File: src/rtl/pcm_tx_pkg.sv
package pcm_tx_pkg;
    // Per-lane decision for one bit period
    typedef struct packed {
        logic drive;
        logic data;
    } lane_out_t;
endpackage

File: src/rtl/pcm_idle_sel.sv
module pcm_idle_sel #(
    parameter int SLOT_BITS = 8,
    parameter int PAIR_BITS = 2,
    localparam int BIT_W  = $clog2(SLOT_BITS),
    localparam int PAIRS  = SLOT_BITS / PAIR_BITS,
    localparam int PAIR_W = (PAIRS > 1) ? $clog2(PAIRS) : 1,
    localparam int SHIFT  = $clog2(PAIR_BITS)
) (
    input  logic [BIT_W-1:0]     bit_pos,
    input  logic [SLOT_BITS-1:0] idle_pat,
    output logic                 idle_bit,
    output logic [PAIR_W-1:0]    pair_idx
);
    logic [BIT_W-1:0] shifted;

    always_comb begin
        idle_bit = idle_pat[bit_pos];
        shifted  = bit_pos >> SHIFT;
        pair_idx = shifted[PAIR_W-1:0];
    end
endmodule

File: src/rtl/pcm_tx_lane.sv
module pcm_tx_lane
    import pcm_tx_pkg::*;
#(
    parameter int PAIRS = 4,
    localparam int PAIR_W = (PAIRS > 1) ? $clog2(PAIRS) : 1
) (
    input  logic              standby,
    input  logic              conn,
    input  logic              sw_bit,
    input  logic [PAIRS-1:0]  pair_map,
    input  logic [PAIR_W-1:0] pair_idx,
    input  logic              idle_bit,
    output lane_out_t         lane
);
    always_comb begin
        lane = '0;
        if (standby) begin
            lane = '0;
        end else if (conn) begin
            lane.drive = 1'b1;
            lane.data  = sw_bit;
        end else if (pair_map[pair_idx]) begin
            lane.drive = 1'b1;
            lane.data  = idle_bit;
        end
    end
endmodule

File: src/rtl/pcm_tx_slot_ctrl.sv
module pcm_tx_slot_ctrl
    import pcm_tx_pkg::*;
#(
    parameter int NPORTS    = 4,
    parameter int SLOT_BITS = 8,
    parameter int PAIR_BITS = 2,
    localparam int BIT_W  = $clog2(SLOT_BITS),
    localparam int PAIRS  = SLOT_BITS / PAIR_BITS,
    localparam int PAIR_W = (PAIRS > 1) ? $clog2(PAIRS) : 1
) (
    input  logic                         clk,
    input  logic                         rst_n,
    input  logic                         bit_tick,
    input  logic [BIT_W-1:0]             bit_pos,
    input  logic                         standby,
    input  logic [NPORTS-1:0]            slot_conn,
    input  logic [NPORTS-1:0]            sw_bit,
    input  logic [NPORTS-1:0][PAIRS-1:0] idle_map,
    input  logic [SLOT_BITS-1:0]         idle_pat,
    output logic [NPORTS-1:0]            txd,
    output logic [NPORTS-1:0]            tx_oe,
    output logic [NPORTS-1:0]            tsc_n
);
    typedef struct packed {
        logic [NPORTS-1:0] txd;
        logic [NPORTS-1:0] oe;
        logic [NPORTS-1:0] tsc_n;
    } out_state_t;

    out_state_t st_d, st_q;

    logic              idle_bit;
    logic [PAIR_W-1:0] pair_idx;
    lane_out_t         lane [NPORTS];

    pcm_idle_sel #(
        .SLOT_BITS(SLOT_BITS),
        .PAIR_BITS(PAIR_BITS)
    ) u_idle (
        .bit_pos (bit_pos),
        .idle_pat(idle_pat),
        .idle_bit(idle_bit),
        .pair_idx(pair_idx)
    );

    for (genvar p = 0; p < NPORTS; p++) begin : g_lane
        pcm_tx_lane #(.PAIRS(PAIRS)) u_lane (
            .standby (standby),
            .conn    (slot_conn[p]),
            .sw_bit  (sw_bit[p]),
            .pair_map(idle_map[p]),
            .pair_idx(pair_idx),
            .idle_bit(idle_bit),
            .lane    (lane[p])
        );
    end

    always_comb begin
        st_d = st_q;
        if (bit_tick) begin
            for (int p = 0; p < NPORTS; p++) begin
                st_d.oe[p]    = lane[p].drive;
                st_d.txd[p]   = lane[p].drive & lane[p].data;
                st_d.tsc_n[p] = ~lane[p].drive;
            end
        end
    end

    always_ff @(posedge clk or negedge rst_n) begin
        if (!rst_n) begin
            st_q.txd   <= '0;
            st_q.oe    <= '0;
            st_q.tsc_n <= '1;
        end else begin
            st_q <= st_d;
        end
    end

    assign txd   = st_q.txd;
    assign tx_oe = st_q.oe;
    assign tsc_n = st_q.tsc_n;

    // Assertions next to the output register
    assert_strobe_matches_enable_R5: assert property (@(posedge clk) disable iff (!rst_n)
        tsc_n == ~tx_oe);

    assert_quiet_line_low_R9: assert property (@(posedge clk) disable iff (!rst_n)
        (txd & ~tx_oe) == '0);

    assert_hold_between_ticks_R8: assert property (@(posedge clk) disable iff (!rst_n)
        !bit_tick |=> ($stable(txd) && $stable(tx_oe) && $stable(tsc_n)));

    assert_standby_silences_R6: assert property (@(posedge clk) disable iff (!rst_n)
        (bit_tick && standby) |=> (tx_oe == '0 && tsc_n == '1));

    assert_connected_drives_R2: assert property (@(posedge clk) disable iff (!rst_n)
        (bit_tick && !standby) |=> ((tx_oe & $past(slot_conn)) == $past(slot_conn)
                                    && (txd & $past(slot_conn)) == ($past(sw_bit) & $past(slot_conn))));
endmodule

File: config.mk
export PLATFORM = sky130hd
export DESIGN_NAME = pcm_tx_slot_ctrl
export DESIGN_NICKNAME = d
export VERILOG_FILES = /design/src/rtl/pcm_tx_pkg.sv /design/src/rtl/pcm_idle_sel.sv /design/src/rtl/pcm_tx_lane.sv /design/src/rtl/pcm_tx_slot_ctrl.sv
export SDC_FILE = /design/constraint.sdc
export NUM_CORES = 1
export LEC_CHECK = 0
export BUFFER_PORTS_ARGS = -buffer_cell sky130_fd_sc_hd__buf_4
export CAP_MARGIN = 20
export CORE_ASPECT_RATIO = 0.7
export CORE_MARGIN = 2
export CORE_UTILIZATION = 36
export CTS_CLUSTER_DIAMETER = 120
export DETAILED_ROUTE_END_ITERATION = 6
export GPL_TIMING_DRIVEN = 0
export HOLD_SLACK_MARGIN = 0.03
export PLACE_DENSITY = 0.71
export SKIP_LAST_GASP = 1
export SLEW_MARGIN = 10
export SYNTH_ARGS = -nofsm -noshare
export SYNTH_HDL_FRONTEND = slang
export SYNTH_SLANG_ARGS = --single-unit
File: constraint.sdc
create_clock -name clk -period 0.8 [get_ports clk]
set_input_delay 0.12 -clock clk [delete_from_list [all_inputs] [get_ports clk]]
set_output_delay 0.12 -clock clk [all_outputs]
set_load 0.005 [all_outputs]
==> results.sh, run 1 <==
export IMPL_io_pins=51
export IMPL_diodes=0
export IMPL_grt_max_degree=13
export IMPL_drtAntennaViolNets=0
export IMPL_overflow=0
export IMPL_syn_area_per_cell_sq_um=12.4
export IMPL_wire_per_inst_um=14.0
export IMPL_startpoint="tsc_n[3]$_DFFE_PN1P_"
export IMPL_route_detailed_drc=0
export IMPL_setup_worst_path_end_class="output port"
export IMPL_clk_pin_slew_ps=70
export IMPL_dr_pass1_iters=4
export IMPL_leakagePower_nw=0.652
export IMPL_track_usage_pct=18.7
export IMPL_cp_top_family="flip-flops"
export IMPL_arrival_ps=910
export IMPL_area_delta_synth_final_pct=84.9
export IMPL_clock_path_buffers=2
export IMPL_ys_warn_count=0
export IMPL_worst_pin_slew_ps=204
export IMPL_max_slew_margin_pct=86.4
export IMPL_status="finished with violations"
export IMPL_r2r_end="txd[1]$_DFFE_PN0P_"
export IMPL_cp_data_required_time_ps=680
export IMPL_timing_hold_violations_final=0
export IMPL_cts_root_buf="clkbuf_4"
export IMPL_drt_wl_total_um=2020
export IMPL_timing_rr_start="txd[1]$_DFFE_PN0P_"
export IMPL_hp_class="input port to flop"
export IMPL_slowest_stage="dfstp_2"
export IMPL_tritoncts="done"
export IMPL_worst_path_buf_inv=1
export IMPL_grt_pass1_vias=760
export IMPL_ys_types=21
export IMPL_antenna_found_initial=0
export IMPL_drive_gt1_share_pct=72.1
export IMPL_portBuffers=47
export IMPL_drtIter0Drc=8
export IMPL_insertion_delay_ps=270
export IMPL_rows=13
export IMPL_numCtsBuffers=3
export IMPL_via_per_inst=5.02
export IMPL_worstPathMaxFanout=2
export IMPL_grt_pass1_wl_um=3400
export IMPL_ys_seq_area_share_pct=41.9
export IMPL_synth_fp_nets=98
export IMPL_r2r_slack_ps=-100
export IMPL_num_vias=723
export IMPL_num_nets_final=162
export IMPL_crit_chain="buf_6"
export IMPL_die_y_um=41.7
export IMPL_max_stage_delay_ps=550
export IMPL_irDropWorstVdd_v=0.000891
export IMPL_coreArea_sq_mm=0.00189
export IMPL_dp_slack_ps=-417
export IMPL_fin_skew_ps=0
export IMPL_setup_violations=24
export IMPL_dieArea_sq_mm=0.00241
export IMPL_finalInstanceArea_sq_mm=0.00135
export IMPL_violations="negative setup slack"
export IMPL_post_route_min_period_ps=1030
export IMPL_final_core_util_pct=71.5
export IMPL_syn_area_sq_um=729
export IMPL_critical_path_class="flop to output port"
export IMPL_worstHoldEndpoint="tx_oe[1]$_DFFE_PN0P_"
export IMPL_h_tree_depth=1
export IMPL_startpoint_type="flop"
export IMPL_ys_ff_latch=12
export IMPL_rsz0062_at_grt="true"
export IMPL_drv_cap=0
export IMPL_setup_slack_ps=-229
export IMPL_power_w=0.00181
export IMPL_slew_viol_final=0
export IMPL_hold_depth=2
export IMPL_hpwlAfterDp_um=1530
export IMPL_placed_cell_area_sq_mm=0.00114
export IMPL_place_congestion=0.669
export IMPL_post_route_period_util_pct=129
export IMPL_fmax_mhz=971
export IMPL_die_x_um=57.8
export IMPL_synth_cells=59
export IMPL_reg2regPathDepth=3
export IMPL_clkSinkCount=12
export IMPL_worstHoldStart="bit_tick"
export IMPL_initial_core_util_pct=38.7
export IMPL_p_per_area_mw_per_mm2=1340
-- registers in the layout (all words and copies together) (netlist names) --
signal	count
tsc_n	4
tx_oe	4
txd	4
-- worst max path at each step --
stage | end | slack, ps | cells after the start
after CTS | tsc_n[1] | -230 | 1
after global placement | txd[0]$_DFFE_PN0P_ | -420 | 5
after global routing | tsc_n[3] | -280 | 1
final | tsc_n[3] | -230 | 1
after detailed placement | txd[0]$_DFFE_PN0P_ | -420 | 5
after floorplan | tx_oe[0]$_DFFE_PN0P_ | -260 | 4
-- metrics by stage --
| stage | hold WS, ps | std cells | TNS, ps |
|---|---|---|---|
| 4_1_cts | 36.3 | 140 | -2170 |
| 3_5_place_dp | -34.9 | 128 | -4160 |
| 5_1_grt | 28.4 | 144 | -2720 |
| 3_3_place_gp | -35.2 | 128 | -4070 |
| 6_report | 52.4 | 144 | -2040 |
| 2_1_floorplan | -176 | 59 | -2910 |
-- power by group --
part           internal, W  leakage, nW  switching, W
Clock             0.000276       0.0210      0.000191
Sequential        0.000684        0.145     0.0000455
Combinational     0.000402        0.486      0.000211
Total              0.00136        0.652      0.000448
-- Yosys cell counts (all sizes together) --
cell    number  area, sq um
inv          9         33.8
dfrtp        8          200
o21ai        8         47.6
a32oi        4         35.0
dfstp        4          105
mux4         4         90.1
o21a         4         30.0
o31ai        4         45.1
buf          3         30.0
mux2i        3         30.0
nand3b       2         15.0
and2b        1         7.51
clkbuf       1         5.00
mux2         1         11.3
nand3        1         5.00
nand4        1         21.3
o31a         1         17.5
-- what timing repair did --
action	in CTS	in global routing
pin swaps	6	4
hold endpoints to repair	12	2
setup buffers	7	4
endpoints found under the setup margin	23	24
hold buffers	1	1
gates resized for setup	15	6
-- kinds of logic (layout without fill, tap and decap cells) --
group / count (synthesis) / count (layout) / synth area share (%)
mux: 8 / 8 / 18.0
compound gates: 21 / 21 / 24.0
flops: 12 / 12 / 41.9
simple gates: 5 / 5 / 6.69
buf+inv: 13 / 76 / 9.43
-- cell usage in the layout (no fill, tap or decap), drive strengths merged, types with 2 or more instances in the layout --
master,synthesis,routed
buf,3,60
inv,9,9
dfrtp,8,8
o21ai,8,8
clkbuf,1,5
mux4,4,4
o31ai,4,4
o21a,4,4
dfstp,4,4
a32oi,4,4
mux2i,3,3
nand3b,2,2
dlygate4sd3,0,2
-- final cells by class --
type / instances / area (sq um)
buffer: 4 / 51.3
clock buffer: 4 / 36.3
fill: 137 / 538
inverter: 9 / 33.8
multi-input combinational: 34 / 394
sequential: 12 / 305
tap: 22 / 27.5
timing repair buffer: 59 / 500
-- routing by layer --
metal,up-vias,routed length [um],global-route usage [%]
li1,348,-,-
met3,2,110,4.98
met5,-,0,0
met1,346,827,22.2
met4,0,8,5.58
met2,27,1070,32.7
No activity file was read; power rests on OpenSTA's default activity.
==> inputs of run 2 (changes only) <==
--- a/config.mk
+++ b/config.mk
@@ -7,14 +7,13 @@
 export LEC_CHECK = 0
 export BUFFER_PORTS_ARGS = -buffer_cell sky130_fd_sc_hd__buf_4
 export CAP_MARGIN = 20
-export CORE_ASPECT_RATIO = 0.7
 export CORE_MARGIN = 2
-export CORE_UTILIZATION = 36
+export CORE_UTILIZATION = 43
 export CTS_CLUSTER_DIAMETER = 120
 export DETAILED_ROUTE_END_ITERATION = 6
 export GPL_TIMING_DRIVEN = 0
 export HOLD_SLACK_MARGIN = 0.03
-export PLACE_DENSITY = 0.71
+export PLACE_DENSITY = 0.8
 export SKIP_LAST_GASP = 1
 export SLEW_MARGIN = 10
 export SYNTH_ARGS = -nofsm -noshare
==> constraint.sdc (replaced) <==
create_clock -name clk -period 1.3 [get_ports clk]
set_input_delay 0.195 -clock clk [delete_from_list [all_inputs] [get_ports clk]]
set_output_delay 0.195 -clock clk [all_outputs]
set_load 0.005 [all_outputs]
==> run 2 against run 1 <==
Against the previous run:
- the run now ends clean
- sequential cell count is the same
- wire length shrank 12%
- global-route usage grew 1.6 points
- combinational power shrank 52%
- final cell count shrank 12%
- largest power group unchanged
==> results.sh, run 2 (synthesis gave the netlist of run 1 again) <==
export IMPL_num_vias=694
export IMPL_p_per_area_mw_per_mm2=893
export IMPL_track_usage_pct=20.2
export IMPL_route_detailed_drc=0
export IMPL_p_comb_share_pct=28.6
export IMPL_grt_pass1_wl_um=2970
export IMPL_reg2regPathDepth=2
export IMPL_postCtsSetupRepairBufs=0
export IMPL_post_route_period_util_pct=85.1
export IMPL_irDropWorstVdd_v=0.000539
export IMPL_fillCellCount=119
export IMPL_ctsResizeCount=0
export IMPL_dp_cells=122
export IMPL_placed_cell_area_sq_mm=0.00110
export IMPL_grt_met3_usage_pct=3.20
export IMPL_via_per_inst=5.46
export IMPL_pwr_share_seq_pct=43.1
export IMPL_final_cells=127
export IMPL_rsz0062_at_grt="false"
export IMPL_leakagePower_nw=0.560
export IMPL_p_clk_share_pct=28.3
export IMPL_p_int_w=0.000773
export IMPL_worstHoldEndpoint="txd[2]$_DFFE_PN0P_"
export IMPL_cp_data_required_time_ps=1110
export IMPL_p_sw_w=0.000253
export IMPL_timing_rr_start="txd[0]$_DFFE_PN0P_"
export IMPL_final_core_util_pct=74.5
export IMPL_startpoint="tsc_n[2]$_DFFE_PN1P_"
export IMPL_startpoint_type="flop"
export IMPL_r2r_end="txd[0]$_DFFE_PN0P_"
export IMPL_drtIter0Drc=9
export IMPL_post_route_min_period_ps=1110
export IMPL_holdWs_ps=129
export IMPL_clkSinkCount=12
export IMPL_finalInstanceArea_sq_mm=0.00115
export IMPL_status="finished, final reports clean"
export IMPL_coreArea_sq_mm=0.00154
export IMPL_drt_wl_total_um=1780
export IMPL_dieArea_sq_mm=0.00204
export IMPL_worstPathMaxFanout=2
export IMPL_tns_ps=0
export IMPL_num_nets_final=151
export IMPL_final_cell_mix="buf_4, inv_1, dfrtp_1"
export IMPL_grt_max_degree=13
export IMPL_dr_pass1_iters=4
export IMPL_rows=14
export IMPL_swShare_pct=24.6
export IMPL_place_congestion=0.689
export IMPL_initial_core_util_pct=47.3
export IMPL_slowest_stage="dfstp_2"
export IMPL_insertion_delay_ps=260
export IMPL_diodes=0
export IMPL_drv_cap=0
export IMPL_portBuffers=47
export IMPL_overflow=0
export IMPL_wire_per_inst_um=14.0
export IMPL_hold_depth=2
export IMPL_worstHoldStart="slot_conn[2]"
export IMPL_max_stage_delay_ps=540
export IMPL_fmax_mhz=904
export IMPL_layout_commonest_cell="buf_4"
export IMPL_antenna_found_initial=0
export IMPL_max_slew_margin_pct=84.3
export IMPL_met1_usage_pct=22.5
export IMPL_numCtsBuffers=3
export IMPL_area_delta_synth_final_pct=57.5
export IMPL_arrival_ps=910
export IMPL_grt_pass1_vias=716
export IMPL_hp_class="input port to flop"
export IMPL_crit_chain="buf_4"
export IMPL_r2r_slack_ps=460
export IMPL_drive_gt1_share_pct=63.1
export IMPL_slew_viol_final=0
export IMPL_die_x_um=45.2
export IMPL_worst_pin_slew_ps=236
export IMPL_setup_violations=0
export IMPL_path_depth=1
export IMPL_h_tree_depth=1
export IMPL_fin_skew_ps=0
export IMPL_clk_pin_slew_ps=80
export IMPL_cts_root_buf="clkbuf_4"
export IMPL_drtAntennaViolNets=0
export IMPL_worst_path_buf_inv=1
export IMPL_clock_path_buffers=2
export IMPL_io_pins=51
export IMPL_use_met2_pct=38.3
export IMPL_die_y_um=45.2
export IMPL_critical_path_class="flop to output port"
export IMPL_setup_worst_path_end_class="output port"
export IMPL_cp_top_family="flip-flops"
export IMPL_tritoncts="done"
export IMPL_timing_hold_violations_final=0
export IMPL_busiest_layer="met2"
run 2: changes by cell type in the layout (fill, tap and decap cells not counted), moves of 2 or more:
cell     previous run  this run
buf_6              13         2
buf_4              44        48
a32oi_1             1         4
a32oi_2             3         0
o21ai_0             1         4
buf_8               2         0
o21ai_2             4         2
run 2: final cells by class:
class | instances | area [sq um] | area share (%)
plain buffers | 4 | 35.0 | 3.05
clock buffers | 4 | 36.3 | 3.16
inverters | 9 | 33.8 | 2.94
multi-input cells | 34 | 355 | 30.9
flip-flops and latches | 12 | 305 | 26.6
well taps | 16 | 20.0 | 1.74
repair buffers | 48 | 363 | 31.6
run 2: worst max path at each step:
stage / to / slack (ps)
floorplan: tx_oe[1]$_DFFE_PN0P_ / 130
global placement: txd[3]$_DFFE_PN0P_ / 20
detailed placement: txd[1]$_DFFE_PN0P_ / 0.5
CTS: tsc_n[2] / 190
global route: tsc_n[2] / 170
finish: tsc_n[2] / 190
run 2: per-stage QoR:
stage	total power (W)	setup slack, ps
floorplan	0.000569	130
global placement	0.000730	21.0
detailed placement	0.000742	0.462
CTS	0.00103	192
global route	0.00108	169
finish	0.00103	194
run 2: layer usage:
metal / vias to the layer above / wire, um
met3: 4 / 166
met5: - / 0
met2: 47 / 936
met4: 0 / 32
li1: 324 / -
met1: 319 / 643
run 2: timing repair:
item	CTS	global route
endpoints found under the setup margin	0	0
hold buffers	1	0
endpoints found under the hold margin	12	0
run 2: power groups by stage:
stage	Combinational [W]	Sequential [W]	Clock, W
floorplan	0.000119	0.000450	0
global placement	0.000284	0.000446	0
detailed placement	0.000293	0.000449	0
CTS	0.000297	0.000443	0.000293
global route	0.000322	0.000446	0.000313
finish	0.000293	0.000442	0.000290
==> inputs of run 3 (changes only) <==
--- a/config.mk
+++ b/config.mk
@@ -8,12 +8,13 @@
 export BUFFER_PORTS_ARGS = -buffer_cell sky130_fd_sc_hd__buf_4
 export CAP_MARGIN = 20
 export CORE_MARGIN = 2
-export CORE_UTILIZATION = 43
+export CORE_UTILIZATION = 45
+export CTS_BUF_LIST = sky130_fd_sc_hd__clkbuf_8
 export CTS_CLUSTER_DIAMETER = 120
 export DETAILED_ROUTE_END_ITERATION = 6
 export GPL_TIMING_DRIVEN = 0
 export HOLD_SLACK_MARGIN = 0.03
-export PLACE_DENSITY = 0.8
+export PLACE_DENSITY = 0.84
 export SKIP_LAST_GASP = 1
 export SLEW_MARGIN = 10
 export SYNTH_ARGS = -nofsm -noshare
==> run 3 against run 2 <==
Against the previous run:
- core utilization rose by 3.0 points
- first-iteration DRC count rose by 22%
- power rose by 11%
- sequential share of layout area fell by 0.43 points
- die area fell by 4.1%
- sequential cell count did not move
- largest cell class unchanged
- global-route usage rose by 0.33 points
- count of clock-buffer cells in the layout did not move
==> results.sh, run 3 (synthesis gave the netlist of run 1 again) <==
export IMPL_numCtsBuffers=3
export IMPL_max_slew_margin_pct=86.4
export IMPL_num_nets_final=151
export IMPL_antenna_found_initial=0
export IMPL_drt_wl_total_um=1770
export IMPL_coreArea_sq_mm=0.00151
export IMPL_final_cell_mix="buf_4, inv_1, dfrtp_1"
export IMPL_hp_class="input port to flop"
export IMPL_max_stage_delay_ps=540
export IMPL_overflow=0
export IMPL_critical_path_class="flop to output port"
export IMPL_via_per_inst=5.42
export IMPL_reg2regPathDepth=2
export IMPL_clock_path_buffers=2
export IMPL_drive_gt1_share_pct=63.1
export IMPL_timing_rr_start="txd[1]$_DFFE_PN0P_"
export IMPL_place_congestion=0.722
export IMPL_track_usage_pct=20.6
export IMPL_drv_cap=0
export IMPL_dieArea_sq_mm=0.00196
export IMPL_fmax_mhz=929
export IMPL_postCtsSetupRepairBufs=0
export IMPL_dp_cells=122
export IMPL_initial_core_util_pct=48.4
export IMPL_grt_pass1_vias=735
export IMPL_cts_root_buf="clkbuf_8"
export IMPL_path_depth=1
export IMPL_portBuffers=47
export IMPL_cp_data_required_time_ps=1110
export IMPL_worst_pin_slew_ps=203
export IMPL_h_tree_depth=1
export IMPL_post_route_period_util_pct=82.8
export IMPL_p_per_area_mw_per_mm2=971
export IMPL_post_route_min_period_ps=1080
export IMPL_setup_violations=0
export IMPL_fillCellCount=104
export IMPL_io_pins=51
export IMPL_crit_chain="buf_4"
export IMPL_clkSinkCount=12
export IMPL_hpwlAfterDp_um=1520
export IMPL_dr_pass1_iters=4
export IMPL_layout_commonest_cell="buf_4"
export IMPL_rows=14
export IMPL_tns_ps=0
export IMPL_irDropWorstVdd_v=0.000538
export IMPL_status="finished, final reports clean"
export IMPL_diodes=0
export IMPL_slew_viol_final=0
export IMPL_worst_path_buf_inv=1
export IMPL_die_y_um=44.3
export IMPL_r2r_slack_ps=530
export IMPL_r2r_end="txd[1]$_DFFE_PN0P_"
export IMPL_insertion_delay_ps=240
export IMPL_worstPathMaxFanout=2
export IMPL_grt_pass1_wl_um=2860
export IMPL_arrival_ps=880
export IMPL_rsz0062_at_grt="false"
export IMPL_timing_hold_violations_final=0
export IMPL_route_detailed_drc=0
export IMPL_die_x_um=44.3
export IMPL_slowest_stage="dfstp_2"
export IMPL_crit_end="tsc_n[0]"
export IMPL_startpoint="tsc_n[0]$_DFFE_PN1P_"
export IMPL_cp_top_family="flip-flops"
export IMPL_tritoncts="done"
export IMPL_area_delta_synth_final_pct=60.0
export IMPL_fin_skew_ps=0
export IMPL_drtAntennaViolNets=0
export IMPL_wire_per_inst_um=13.9
export IMPL_clk_pin_slew_ps=50
export IMPL_setup_worst_path_end_class="output port"
export IMPL_drtIter0Drc=11
export IMPL_grt_max_degree=13
export IMPL_startpoint_type="flop"
export IMPL_final_cells=127
export IMPL_seqCellArea_sq_um=305
export IMPL_multi_input_area_sq_um=355
export IMPL_num_vias=688
export IMPL_leakagePower_nw=0.568
-- run 3: cell count changes in the layout (fill, tap and decap cells not counted) --
cell	delta
clkbuf_4	-3
clkbuf_8	+3
-- run 3: timing repair --
action | CTS | global route
hold endpoints to repair | 12 | 0
hold buffers | 1 | 0
gates resized for setup | 0 | 0
-- run 3: worst reg2reg max path, cell delays in order (launching register included) --
cell     delay [ps]
dfrtp_1         380
a32oi_1         180
o31ai_2          90
-- run 3: metrics by stage --
step	utilization [%]	hold slack (ps)	cell area (sq um)	total power (W)	worst slack, ps
2_1_floorplan	-	-101	729	0.000569	130
3_3_place_gp	73.2	37.2	1100	0.000728	27.7
3_5_place_dp	73.2	38.3	1100	0.000742	24.7
4_1_cts	77.5	148	1170	0.00115	216
5_1_grt	77.5	149	1170	0.00119	198
6_report	77.5	153	1170	0.00113	223
-- run 3: worst min-delay path by stage --
stage	cells after the start	slack (ps)	start	to
3_3_place_gp	1	40	rst_n	tx_oe[3]$_DFFE_PN0P_
5_1_grt	2	150	slot_conn[1]	txd[1]$_DFFE_PN0P_
3_5_place_dp	1	40	rst_n	tx_oe[3]$_DFFE_PN0P_
4_1_cts	2	150	slot_conn[1]	txd[1]$_DFFE_PN0P_
2_1_floorplan	0	-100	rst_n	tx_oe[0]$_DFFE_PN0P_
6_report	2	150	slot_conn[1]	txd[1]$_DFFE_PN0P_
-- run 3: metal layers --
metal / GRT usage, % / vias to the layer above / wire, um
met5: 0 / - / 0
met4: 10.9 / 0 / 15
met3: 2.86 / 2 / 185
met2: 41.5 / 45 / 975
met1: 19.4 / 316 / 592
li1: - / 325 / -
-- run 3: layout make-up --
type	instances	area share (%)
flip-flops and latches	12	26.2
plain buffers	4	3.00
repair buffers	48	31.1
well taps	16	1.71
clock buffers	4	4.72
inverters	9	2.89
multi-input cells	34	30.4
-- run 3: report_power, final --
| part | switching (W) | internal, W |
|---|---|---|
| clock | 0.000132 | 0.000267 |
| combinational | 0.000111 | 0.000183 |
| sequential | 0.0000203 | 0.000422 |
| total | 0.000263 | 0.000871 |
